$ cat src/rtl/alu8_pkg.sv
package alu8_pkg;
  localparam int DATA_W = 8;
  localparam int HALF_W = DATA_W / 2;
  localparam int OP_W   = 5;
  localparam int FLAG_W = 6;

  typedef enum logic [OP_W-1:0] {
    ALU_ADD  = 5'd0,  ALU_ADC = 5'd1,  ALU_SUB = 5'd2,  ALU_SBC = 5'd3,
    ALU_CMP  = 5'd4,  ALU_AND = 5'd5,  ALU_OR  = 5'd6,  ALU_XOR = 5'd7,
    ALU_COM  = 5'd8,  ALU_NEG = 5'd9,  ALU_INC = 5'd10, ALU_DEC = 5'd11,
    ALU_LSL  = 5'd12, ALU_LSR = 5'd13, ALU_ROL = 5'd14, ALU_ROR = 5'd15,
    ALU_ASR  = 5'd16, ALU_SWAP = 5'd17
  } alu_op_e;

  // Bit 5 down to bit 0: H S V N Z C
  typedef struct packed {
    logic h;
    logic s;
    logic v;
    logic n;
    logic z;
    logic c;
  } flags_t;
endpackage

$ cat src/rtl/alu8_addsub.sv
module alu8_addsub
  import alu8_pkg::*;
#(
  parameter int W = DATA_W
) (
  input  logic [W-1:0] x,
  input  logic [W-1:0] y,
  input  logic         cin,
  input  logic         is_sub,
  input  logic         use_cin,
  output logic [W-1:0] sum,
  output logic         c_out,
  output logic         h_out,
  output logic         v_out
);
  localparam int H = W / 2;

  logic [W-1:0] y_eff;
  logic         ci;
  logic         c_top;
  logic         c_half;
  logic [H-1:0] half_sum;

  // Subtraction is x + ~y + 1 (minus the carry when it is used)
  assign y_eff = is_sub ? ~y : y;
  assign ci    = is_sub ? ~(use_cin & cin) : (use_cin & cin);

  assign {c_top, sum}       = {1'b0, x} + {1'b0, y_eff} + {{W{1'b0}}, ci};
  assign {c_half, half_sum} = {1'b0, x[H-1:0]} + {1'b0, y_eff[H-1:0]} + {{H{1'b0}}, ci};

  // Borrow is the inverted carry
  assign c_out = is_sub ? ~c_top  : c_top;
  assign h_out = is_sub ? ~c_half : c_half;
  assign v_out = (x[W-1] == y_eff[W-1]) && (sum[W-1] != x[W-1]);
endmodule

$ cat src/rtl/alu8_logic.sv
module alu8_logic
  import alu8_pkg::*;
#(
  parameter int W = DATA_W
) (
  input  alu_op_e      op,
  input  logic [W-1:0] x,
  input  logic [W-1:0] y,
  output logic [W-1:0] res
);
  always_comb begin
    case (op)
      ALU_AND: res = x & y;
      ALU_OR:  res = x | y;
      ALU_XOR: res = x ^ y;
      ALU_COM: res = ~x;
      default: res = '0;
    endcase
  end
endmodule

$ cat src/rtl/alu8_shift.sv
module alu8_shift
  import alu8_pkg::*;
#(
  parameter int W = DATA_W
) (
  input  alu_op_e      op,
  input  logic [W-1:0] x,
  input  logic         cin,
  output logic [W-1:0] res,
  output logic         c_out
);
  localparam int H = W / 2;

  always_comb begin
    res   = x;
    c_out = 1'b0;
    case (op)
      ALU_LSL:  begin res = {x[W-2:0], 1'b0};     c_out = x[W-1]; end
      ALU_LSR:  begin res = {1'b0, x[W-1:1]};     c_out = x[0];   end
      ALU_ROL:  begin res = {x[W-2:0], cin};      c_out = x[W-1]; end
      ALU_ROR:  begin res = {cin, x[W-1:1]};      c_out = x[0];   end
      ALU_ASR:  begin res = {x[W-1], x[W-1:1]};   c_out = x[0];   end
      ALU_SWAP: res = {x[H-1:0], x[W-1:H]};
      default:  ;
    endcase
  end
endmodule

$ cat src/rtl/alu8_core.sv
module alu8_core
  import alu8_pkg::*;
(
  input  logic                clk,
  input  logic                rst,
  input  logic                in_valid,
  output logic                in_ready,
  input  logic [OP_W-1:0]     in_op,
  input  logic [DATA_W-1:0]   in_a,
  input  logic [DATA_W-1:0]   in_b,
  input  logic                in_carry,
  output logic                out_valid,
  input  logic                out_ready,
  output logic [DATA_W-1:0]   out_result,
  output logic [FLAG_W-1:0]   out_flags
);
  alu_op_e             opc;
  logic [DATA_W-1:0]   ax, ay;
  logic                is_sub, use_c;
  logic [DATA_W-1:0]   sum;
  logic                c_ar, h_ar, v_ar;
  logic [DATA_W-1:0]   lres, sres;
  logic                s_co;
  logic [DATA_W-1:0]   res, fsrc;
  flags_t              nf, wm;
  logic [FLAG_W-1:0]   merged;
  logic [FLAG_W-1:0]   flag_q;
  logic                accept;

  assign opc = alu_op_e'(in_op);

  // Operand steering for the single shared adder
  always_comb begin
    ax     = in_a;
    ay     = in_b;
    is_sub = 1'b0;
    use_c  = (opc == ALU_ADC) || (opc == ALU_SBC);
    case (opc)
      ALU_SUB, ALU_SBC, ALU_CMP: is_sub = 1'b1;
      ALU_NEG: begin ax = '0; ay = in_a; is_sub = 1'b1; end
      ALU_INC: ay = DATA_W'(1);
      ALU_DEC: begin ay = DATA_W'(1); is_sub = 1'b1; end
      default: ;
    endcase
  end

  alu8_addsub #(.W(DATA_W)) u_addsub (
    .x(ax), .y(ay), .cin(in_carry), .is_sub(is_sub), .use_cin(use_c),
    .sum(sum), .c_out(c_ar), .h_out(h_ar), .v_out(v_ar)
  );

  alu8_logic #(.W(DATA_W)) u_logic (
    .op(opc), .x(in_a), .y(in_b), .res(lres)
  );

  alu8_shift #(.W(DATA_W)) u_shift (
    .op(opc), .x(in_a), .cin(in_carry), .res(sres), .c_out(s_co)
  );

  // Result select, new flag values and per-operation write mask
  always_comb begin
    res  = in_a;
    fsrc = in_a;
    nf   = '0;
    wm   = '0;
    case (opc)
      ALU_ADD, ALU_ADC, ALU_SUB, ALU_SBC, ALU_NEG, ALU_CMP: begin
        res  = (opc == ALU_CMP) ? in_a : sum;
        fsrc = sum;
        nf.c = c_ar; nf.h = h_ar; nf.v = v_ar;
        wm.c = 1'b1; wm.h = 1'b1; wm.v = 1'b1; wm.n = 1'b1; wm.z = 1'b1;
      end
      ALU_INC, ALU_DEC: begin
        res  = sum;
        fsrc = sum;
        nf.v = v_ar;
        wm.v = 1'b1; wm.n = 1'b1; wm.z = 1'b1;
      end
      ALU_AND, ALU_OR, ALU_XOR, ALU_COM: begin
        res  = lres;
        fsrc = lres;
        nf.c = 1'b1;
        wm.c = (opc == ALU_COM);
        wm.v = 1'b1; wm.n = 1'b1; wm.z = 1'b1;
      end
      ALU_LSL, ALU_LSR, ALU_ROL, ALU_ROR, ALU_ASR: begin
        res  = sres;
        fsrc = sres;
        nf.c = s_co;
        nf.v = sres[DATA_W-1] ^ s_co;
        wm.c = 1'b1; wm.v = 1'b1; wm.n = 1'b1; wm.z = 1'b1;
      end
      ALU_SWAP: begin
        res  = sres;
        fsrc = sres;
      end
      default: ;
    endcase
    nf.n = fsrc[DATA_W-1];
    nf.z = (fsrc == '0);
    nf.s = nf.n ^ nf.v;
    wm.s = wm.n | wm.v;
  end

  assign merged   = (nf & wm) | (flag_q & ~wm);
  assign in_ready = !out_valid || out_ready;
  assign accept   = in_valid && in_ready;

  always_ff @(posedge clk) begin
    if (rst) begin
      out_valid  <= 1'b0;
      out_result <= '0;
      flag_q     <= '0;
    end else if (accept) begin
      out_valid  <= 1'b1;
      out_result <= res;
      flag_q     <= merged;
    end else if (out_ready) begin
      out_valid  <= 1'b0;
    end
  end

  assign out_flags = flag_q;
endmodule

$ cat config.mk
export PLATFORM = sky130hd
export DESIGN_NAME = alu8_core
export DESIGN_NICKNAME = d
export VERILOG_FILES = /design/src/rtl/alu8_pkg.sv /design/src/rtl/alu8_addsub.sv /design/src/rtl/alu8_logic.sv /design/src/rtl/alu8_shift.sv /design/src/rtl/alu8_core.sv
export SDC_FILE = /design/constraint.sdc
export NUM_CORES = 1
export LEC_CHECK = 0
export ABC_AREA = 0
export ABC_CLOCK_PERIOD_IN_PS = 5600
export BUFFER_PORTS_ARGS = -buffer_cell sky130_fd_sc_hd__buf_2
export CAP_MARGIN = 0
export CORE_ASPECT_RATIO = 0.7
export CORE_MARGIN = 2
export CORE_UTILIZATION = 63
export DETAILED_ROUTE_END_ITERATION = 12
export PLACE_DENSITY = 0.88
export RECOVER_POWER = 100
export SLEW_MARGIN = 20
export SYNTH_ARGS = -nofsm -noshare
export SYNTH_HDL_FRONTEND = slang
export SYNTH_HIERARCHICAL = 1
export SYNTH_SLANG_ARGS = --single-unit
$ cat constraint.sdc
create_clock -name clk -period 5.6 [get_ports clk]
set_input_delay 0.56 -clock clk [delete_from_list [all_inputs] [get_ports clk]]
set_output_delay 0.56 -clock clk [all_outputs]
set_load 0.01 [all_outputs]
# Word-level counts from Yosys, hierarchy flattened
# Cells that the tools add are included.
[classes]
n_addsub = 4
eq_ne = 19
n_mux = 21
bitwise_logic = 16
reduce_logical = 19
[ops]
columns = ["op", "n"]
rows = [
  ["case mux 8 bit (4 select lines)", 2],
  ["case mux 8 bit (6 select lines)", 1],
  ["== test 5 x 4 -> 1 bit, second input constant", 8],
  ["two-way mux 8 bit", 3],
  ["case mux 8 bit (3 select lines)", 1],
  ["== test 5 x 3 -> 1 bit, second input constant", 4],
  ["OR reduction 17 bit", 1],
  ["inverter 8 bit", 2],
  ["case mux 8 bit (2 select lines)", 1],
  ["AND 6 bit", 2],
  ["OR reduction 6 bit", 2],
  ["OR reduction 11 bit", 1],
  ["== test 5 x 2 -> 1 bit, second input constant", 2],
  ["== test 5 bit, second input constant", 2],
  ["OR reduction 5 bit", 2],
  ["adder 8 x 8 -> 9 bit", 1],
  ["adder 9 x 1 -> 9 bit", 1],
  ["AND 8 bit", 1],
  ["zero test 8 bit", 1],
  ["two-way mux 1 bit", 8],
  ["bitwise OR 8 bit", 1],
  ["OR reduction 8 bit", 1],
  ["bitwise XOR 8 bit", 1],
  ["inverter 6 bit", 1],
  ["other kinds (21)", 29],
]
[totals]
register_bits = 15
input_bits = 26
elab_cells = 82

# Longest topological paths before layout
# Gate-level depths: netlist of the first run.
[logic_depth]
depth_word = 13
ltp_mapped = 18

# By module
# The synthesis of the first run kept the hierarchy.
[modules_own_cells]
columns = ["module", "n_inst", "cells_each", "area_each_um2", "seq_area_each_um2"]
rows = [
  ["alu8_core", 1, 164, 1255.0, 300.3],
  ["alu8_logic", 1, 77, 598.1, 0.0],
  ["alu8_addsub", 1, 61, 493.0, 0.0],
  ["alu8_shift", 1, 37, 250.2, 0.0],
]

# Worst setup path after synthesis of the first run
# Ideal clock, no wire load.
[synth_path]
kind = "input port to flip-flop"
start = "input in_op[4]"
end = "register (tool-made name)"
setup_ns = 0.062
arrival_time_ns = 3.749
t_required_ns = 5.538
slack_ns = 1.789
cell_stages = 17
path_cell_list = "buf_2 -> inv_1 -> and2_1 -> and3_1 -> clkbuf_1 -> a22o_1 -> xor2_1 -> ha_1 -> o211ai_1 -> a21oi_1 -> o41ai_2 -> mux2_2 -> inv_1 -> o32ai_1 -> a22oi_1 -> or4_1 -> nand3_1"
[synth_lines]
columns = ["item", "line", "rtl"]
rows = [
  ["start, declared", "alu8_core.sv:8", "input logic [OP_W-1:0] in_op,"],
]

==> summary.txt, run 1 <==
Unrepaired setup endpoints after global routing: no
Root Driver: clkbuf_8
Clock sinks: 15
Required time of the worst setup path: 5800 ps
Final setup violating endpoints: 0
Syn Inst Count: 339
Via/cell ratio: 6.58
Slew HR: 28.1%
Final-layout fill cell count: 345
Clock Latency Late Sink: 260 ps
All-Layer GR Usage: 33.1%
Slew Limit Fails: 0
Initial core utilization: 65.8%
Final nets: 421
Max_cap viols: 0
Max incr delay on CP: 830 ps
Placed cell area: 2800 um2
Total CTS buffers: 3
Critical-path top delay cell: nor2_1
Post-CTS sizing: 0
Syn nets: 390
Critical Path Sink Type: flip-flop
Worst vdd ir: 0.128 mV
First-pass GRT wire length: 12,000 um
Syn Area/Cell: 7.66 um2
Drt total wl: 7580 um
Slew @ Worst Pin: 1080 ps
Final Cycle Share: 85.0%
Core ar.: 3950 um2
Row Count: 19
Final Cell Area: 2810 um2
Critical Path AT: 4960 ps
Die ar.: 4660 um2
Status: complete, no violations
Async SR Flop Fraction: 0%
Worst r2r dst: out_result[6]
Routed Antenna Nets: 0
Main synth FF type: dfxtp_1
Gr ovfl total: 0
Pin count of the biggest net entering global routing: 41
Register area share after synthesis: 11.6%
Number of global-route vias before repair: 2,430
Min-Delay Path Depth: 2
Gr busiest metal: met1
DRT iter0 DRCs: 266
Warnings, synthesis: 6
Die width: 80.7 um
Leakage: 1.25 nW
Critical Path Source Type: input port
Largest cells by area after synthesis: dfxtp_1 (12%), ha_1 (11%), nor2_1 (5.2%)
Clock transition at path regs: 70 ps
Setup Buffers After CTS: 0
PwrDens: 168 nW/um2
Area share of the largest cell type after synthesis: 11.6%
Area Overhead vs Synth: 8.29%
Min-delay worst type: reg -> reg
Distinct cells, synth: 69
CTS tree: yes
Commonest non-fill, non-tap cell in the layout: nor2_1
Post-route DRC: 0
#FFs+latches synth: 15
R2r setup slk: 4070 ps
ANT cells: 0
Grt met3 use: 6.70%
Hold Buf Count CTS: 0
Die Y: 57.7 um
Critical path class: in -> reg
Post-layout minimum cycle time: 4760 ps
Peak Freq: 210 MHz
CP cell instances: clkbuf_1, nor2_1, mux2i_1, nor2_1, a21oi_1, nor2_1, xor2_1, ha_1, o211ai_1, a21oi_1, o41ai_1, mux2_1, inv_1, o32ai_1, a22oi_1, or4_1, nand3_1
GRT met2 Usage: 47.0%
Via Count: 2,770
I/O Pins: 42
CTS max path bufs: 2
Port bufs: 41
Worst R2R Path Depth: 4
EDFF count, synth: 0
Crit Path Max Fanout: 11
H-tree depth: 1
Fin Clk Skew: 5.56 ps
Synth area leader: dfxtp_1
Most frequent cells in the layout: nor2_1 (37), inv_1 (28), buf_2 (24)
Initial antenna violation count: 0
WL per Instance: 18.0 um
Final HPWL DP: 5650 um
Synthesized cell area: 2600 um2
DRT Pass-1 Iters: 5
Final Hold Fails: 0
Cell mode on critical path: nor2_1
Layout cells sized above 1: 14.1%
R2r startpoint: out_valid
Setup TNS: 0 ps
Gpl congestion: 0.956
Met1 GRT Util: 50.1%
-- metal layers --
metal  up-vias  routed length (um)  part of all wire [%]
met2       174                3110                    41
met3         4                 888                    12
met1      1262                3550                    47
met4         0                  37                  0.49
li1       1330                   -                     -
met5         -                   0                     0
-- layout make-up --
type / instances / area, um2 / share of cell area [%]
inverters: 28 / 105 / 3.74
repair buffers: 44 / 206 / 7.34
clock inverters: 1 / 5.00 / 0.178
clock buffers: 3 / 41.3 / 1.47
multi-input cells: 278 / 2090 / 74.3
flip-flops and latches: 15 / 300 / 10.7
well taps: 52 / 65.1 / 2.31
-- worst max path at each step --
| stage | startpoint | endpoint | depth (start not counted) |
|---|---|---|---|
| floorplan | in_op[4] | flip-flop | 17 |
| global placement | in_op[0] | flip-flop | 17 |
| detailed placement | in_op[1] | flip-flop | 17 |
| CTS | in_op[1] | flip-flop | 17 |
| global route | in_op[1] | flip-flop | 17 |
| finish | in_op[1] | flip-flop | 17 |
-- per-stage QoR --
step	utilization [%]	std cells	hold slack, ps	power, W	setup WS, ps
2_1_floorplan	-	339	481	0.000305	1790
3_3_place_gp	71.0	417	440	0.000371	1090
3_5_place_dp	71.0	417	447	0.000378	920
4_1_cts	72.2	421	461	0.000471	1190
5_1_grt	71.2	421	499	0.000499	526
6_report	71.2	421	465	0.000473	842
-- logic make-up after synthesis --
kind of cell	Yosys count	share of synthesized area (%)
AO/OA/AOI/OAI	104	31.5
XOR/XNOR	18	6.07
adder cells (fa/ha/maj)	25	12.6
buffers and inverters	46	7.37
flip-flops	15	11.6
multiplexers	10	4.10
AND/OR/NAND/NOR	121	26.8
-- synthesized netlist by cell type, types with 5 or more instances --
cell       n
a21oi_1   12
nor2_1    36
xnor2_1    7
nand2b_1   6
inv_1     28
clkbuf_1   6
mux2i_1    5
nand2_1   13
nand3b_1   5
nand3_1    8
o21ai_0    7
and2_1     9
ha_1      23
dfxtp_1   15
o22ai_1    6
nor3b_1    6
buf_2      9
mux2_2     5
a221oi_1  10
a211oi_1   8
xor2_1    11
a22oi_1    8
or3b_1     5
a22o_1    12
-- where the power goes --
part	internal (W)	switching (W)
clock network	0.0000495	0.0000447
registers	0.000115	0.00000429
logic	0.000103	0.000157
total	0.000267	0.000206
-- critical path: cells and delay by family --
kind / cells / cell delay (ps)
xor+xnor: 1 / 160
simple gates: 5 / 1970
fa+ha+maj: 1 / 380
buf+inv: 2 / 200
mux: 2 / 400
compound gates: 6 / 1290
No activity file was read; power rests on OpenSTA's default activity.
==> inputs of run 2 (changes only) <==
--- a/config.mk
+++ b/config.mk
@@ -5,15 +5,15 @@
 export SDC_FILE = /design/constraint.sdc
 export NUM_CORES = 1
 export LEC_CHECK = 0
-export ABC_AREA = 0
-export ABC_CLOCK_PERIOD_IN_PS = 5600
+export ABC_AREA = 1
+export ABC_CLOCK_PERIOD_IN_PS = 4340
 export BUFFER_PORTS_ARGS = -buffer_cell sky130_fd_sc_hd__buf_2
 export CAP_MARGIN = 0
 export CORE_ASPECT_RATIO = 0.7
 export CORE_MARGIN = 2
-export CORE_UTILIZATION = 63
+export CORE_UTILIZATION = 54
 export DETAILED_ROUTE_END_ITERATION = 12
-export PLACE_DENSITY = 0.88
+export PLACE_DENSITY = 0.79
 export RECOVER_POWER = 100
 export SLEW_MARGIN = 20
 export SYNTH_ARGS = -nofsm -noshare
==> constraint.sdc (replaced) <==
create_clock -name clk -period 4.34 [get_ports clk]
set_input_delay 0.434 -clock clk [delete_from_list [all_inputs] [get_ports clk]]
set_output_delay 0.434 -clock clk [all_outputs]
set_load 0.01 [all_outputs]
==> summary.txt, run 2 <==
Status: complete, no violations
Net switching power: 0.000308 W (+50%)
Part of the power in registers: 24.2% (-1.1 points)
Unrepaired setup endpoints after global routing: no
CTS max path bufs: 2 (unchanged)
Slew @ Worst Pin: 590 ps (-485 ps)
Setup TNS: 0 ps (unchanged)
Sw frac: 47.7% (+4.2 points)
Main synth FF type: dfxtp_1
Distinct cells, synth: 34 (-51%)
PwrDens: 195 nW/um2 (+16%)
Main combinational cell family by area after synthesis: simple AND/OR/NAND/NOR gates
Critical Path AT: 3800 ps (-1160 ps)
Post-CTS sizing: 0 (unchanged)
CTS tree: yes
Die ar.: 6270 um2 (+35%)
Final Cycle Share: 84.8%
Setup ws final: 661 ps (-181 ps)
Most frequent cells in the layout: nand2_1 (138), inv_1 (102), nand3_1 (57)
Post-layout minimum cycle time: 3680 ps
Max incr delay on CP: 430 ps (-400 ps)
Final Hold Fails: 0 (unchanged)
DRT Pass-1 Iters: 5 (unchanged)
Hold Buf Count CTS: 0 (unchanged)
DRT iter0 DRCs: 297 (+12%)
Clock sinks: 15 (unchanged)
All-Layer GR Usage: 30.2% (-2.9 points)
Pin count of the biggest net entering global routing: 20 (-51%)
Critical Path Sink Type: flip-flop
Synthesized cell area: 3050 um2 (+17%)
Worst R2R Path Depth: 9 (+5)
Initial antenna violation count: 0 (unchanged)
Slew Limit Fails: 0 (unchanged)
Compound-cell area share of the yosys netlist: 10.6% (-21 points)
Area share of the largest cell type after synthesis: 16.5% (+4.9 points)
CP cell instances: buf_2, inv_1, nor2_1, nand3_2, nand2_1, inv_1, nand2_1, o211ai_1, xnor2_1, fa_1, fa_1, inv_1, nand3_1, nand2_1, nand2_2, nand2_1, xor2_1, inv_1, nand4_1, o21ai_0, nand2_1, nor2_1, nand3_1, a21oi_1
WL per Instance: 14.0 um (-22%)
Synth Area in Adders: 10.8% (-1.9 points)
Gate power share: 57.7% (+2.9 points)
Post-Layout Cell Count: 653 (+55%)
Warnings, synthesis: 6 (unchanged)
Port bufs: 41 (unchanged)
Final cell utilization of the core: 62.1% (-9.2 points)
Gr ovfl total: 0 (unchanged)
Core ar.: 5340 um2 (+35%)
Critical-path top delay cell: fa_1
Peak Freq: 272 MHz
Final-layout fill cell count: 588 (+70%)
Min-delay worst type: in -> reg
Root Driver: clkbuf_8
Syn Inst Count: 541 (+60%)
Synth cell count leaders: nand2_1 (134), inv_1 (101), nand3_1 (56), nor2_1 (46), nand4_1 (30)
Setup Buffers After CTS: 0 (unchanged)
Critical path class: in -> reg
Multiplexer share of the synthesized area: 0% (-4.1 points)
Final HPWL DP: 7240 um (+28%)
Total CTS buffers: 3 (unchanged)
Leakage: 1.92 nW (+53%)
Total power: 0.000647 W (+37%)
Commonest non-fill, non-tap cell in the layout: nand2_1
Number of global-route vias before repair: 3,147 (+30%)
ANT cells: 0 (unchanged)
Syn Area/Cell: 5.63 um2 (-26%)
Clock Power Share: 18.1% (-1.8 points)
Async SR Flop Fraction: 0% (unchanged)
Internal power: 0.000339 W (+27%)
Post-Synth XOR/XNOR Area: 4.85% (-1.2 points)
Critical Path Source Type: input port
Layout cells sized above 1: 13.9% (-0.15 points)
I/O Pins: 42 (unchanged)
Via/cell ratio: 5.46 (-17%)
Die Y: 66.8 um (+16%)
Synth area leader: nand2_1
Post-placement cell count: 649 (+56%)
Area Overhead vs Synth: 8.79%
H-tree depth: 1 (unchanged)
Worst vdd ir: 0.102 mV (-21%)
Most common cell in the netlist: nand2_1
Fin Clk Skew: 1.48 ps (-4.09 ps)
Final setup violating endpoints: 0 (unchanged)
Post-route DRC: 0 (unchanged)
Syn nets: 592 (+52%)
Via Count: 3,567 (+29%)
Drt total wl: 9170 um (+21%)
Final nets: 633 (+50%)
Synth Area in Simple Gates: 48.2% (+21 points)
Routed Antenna Nets: 0 (unchanged)
Register area share after synthesis: 9.86% (-1.7 points)
Die width: 93.8 um (+16%)
Cell mode on critical path: nand2_1
Min-Delay Path Depth: 4 (+2)
EDFF count, synth: 0 (unchanged)
Initial core utilization: 57.1% (-8.7 points)
Required time of the worst setup path: 4460 ps (-1340 ps)
Largest cells by area after synthesis: nand2_1 (17%), inv_1 (12%), dfxtp_1 (9.9%)
Gpl congestion: 1.00 (+4.6%)
Slew HR: 60.7% (+33 points)
First-pass GRT wire length: 14,900 um (+24%)
Crit Path Max Fanout: 13 (+2)
#FFs+latches synth: 15 (unchanged)
Setup Slack @ Placement: 522 ps (-398 ps)
Clock Latency Late Sink: 250 ps (about the same)
Row Count: 22 (+3)
Clock transition at path regs: 60 ps (about the same)
Max_cap viols: 0 (unchanged)
==> run 2: cells by family (layout without fill, tap and decap cells) <==
kind of cell / after synthesis / count (layout)
and+or+nand+nor: 309 / 309
buffers and inverters: 122 / 162
AOI/OAI and AO/OA: 54 / 54
adders and majority gates: 25 / 25
xor gates and xnor gates: 16 / 16
DFF: 15 / 15
==> run 2: power by group through the flow <==
stage	logic [W]	registers, W	clock network (W)
floorplan	0.000260	0.000165	0
global placement	0.000365	0.000159	0
detailed placement	0.000372	0.000159	0
CTS	0.000374	0.000156	0.000117
global route	0.000419	0.000158	0.000124
finish	0.000373	0.000157	0.000117
==> run 2: final timing paths <==
check / end / from / slack, ps
setup / recovery: flip-flop / in_op[0] / 660
hold / removal: out_valid / out_ready / 490
setup reg to reg: flip-flop / out_valid / 2650
hold reg to reg: flip-flop / flip-flop / 520
==> run 2: layout make-up <==
cell class	instances	area (um2)	share of cell area, %
multi-input combinational	404	2250	67.8
inverter	115	432	13.0
sequential	15	300	9.06
timing repair buffer	43	200	6.04
tap	72	90.1	2.72
clock buffer	4	45.0	1.36
==> run 2: worst max-delay path: cells and delay by family <==
family	cells	cell delay, ps
simple gates	12	1280
compound gates	3	240
xor+xnor	2	340
fa+ha+maj	2	850
buf+inv	5	650
==> run 2: per-stage QoR <==
step	hold WS (ps)	instance area (um2)
after detailed placement	493	3310
after CTS	488	3350
after global placement	486	3310
after floorplan	525	3050
after global routing	504	3310
final	494	3310
==> run 2: routing by layer <==
layer / global-route usage (%) / vias up / part of all wire, %
li1: - / 1788 / -
met1: 41.7 / 1610 / 47
met2: 47.7 / 153 / 42
met3: 7.35 / 16 / 9.4
met4: 6.52 / 0 / 1.6
met5: 0 / - / 0
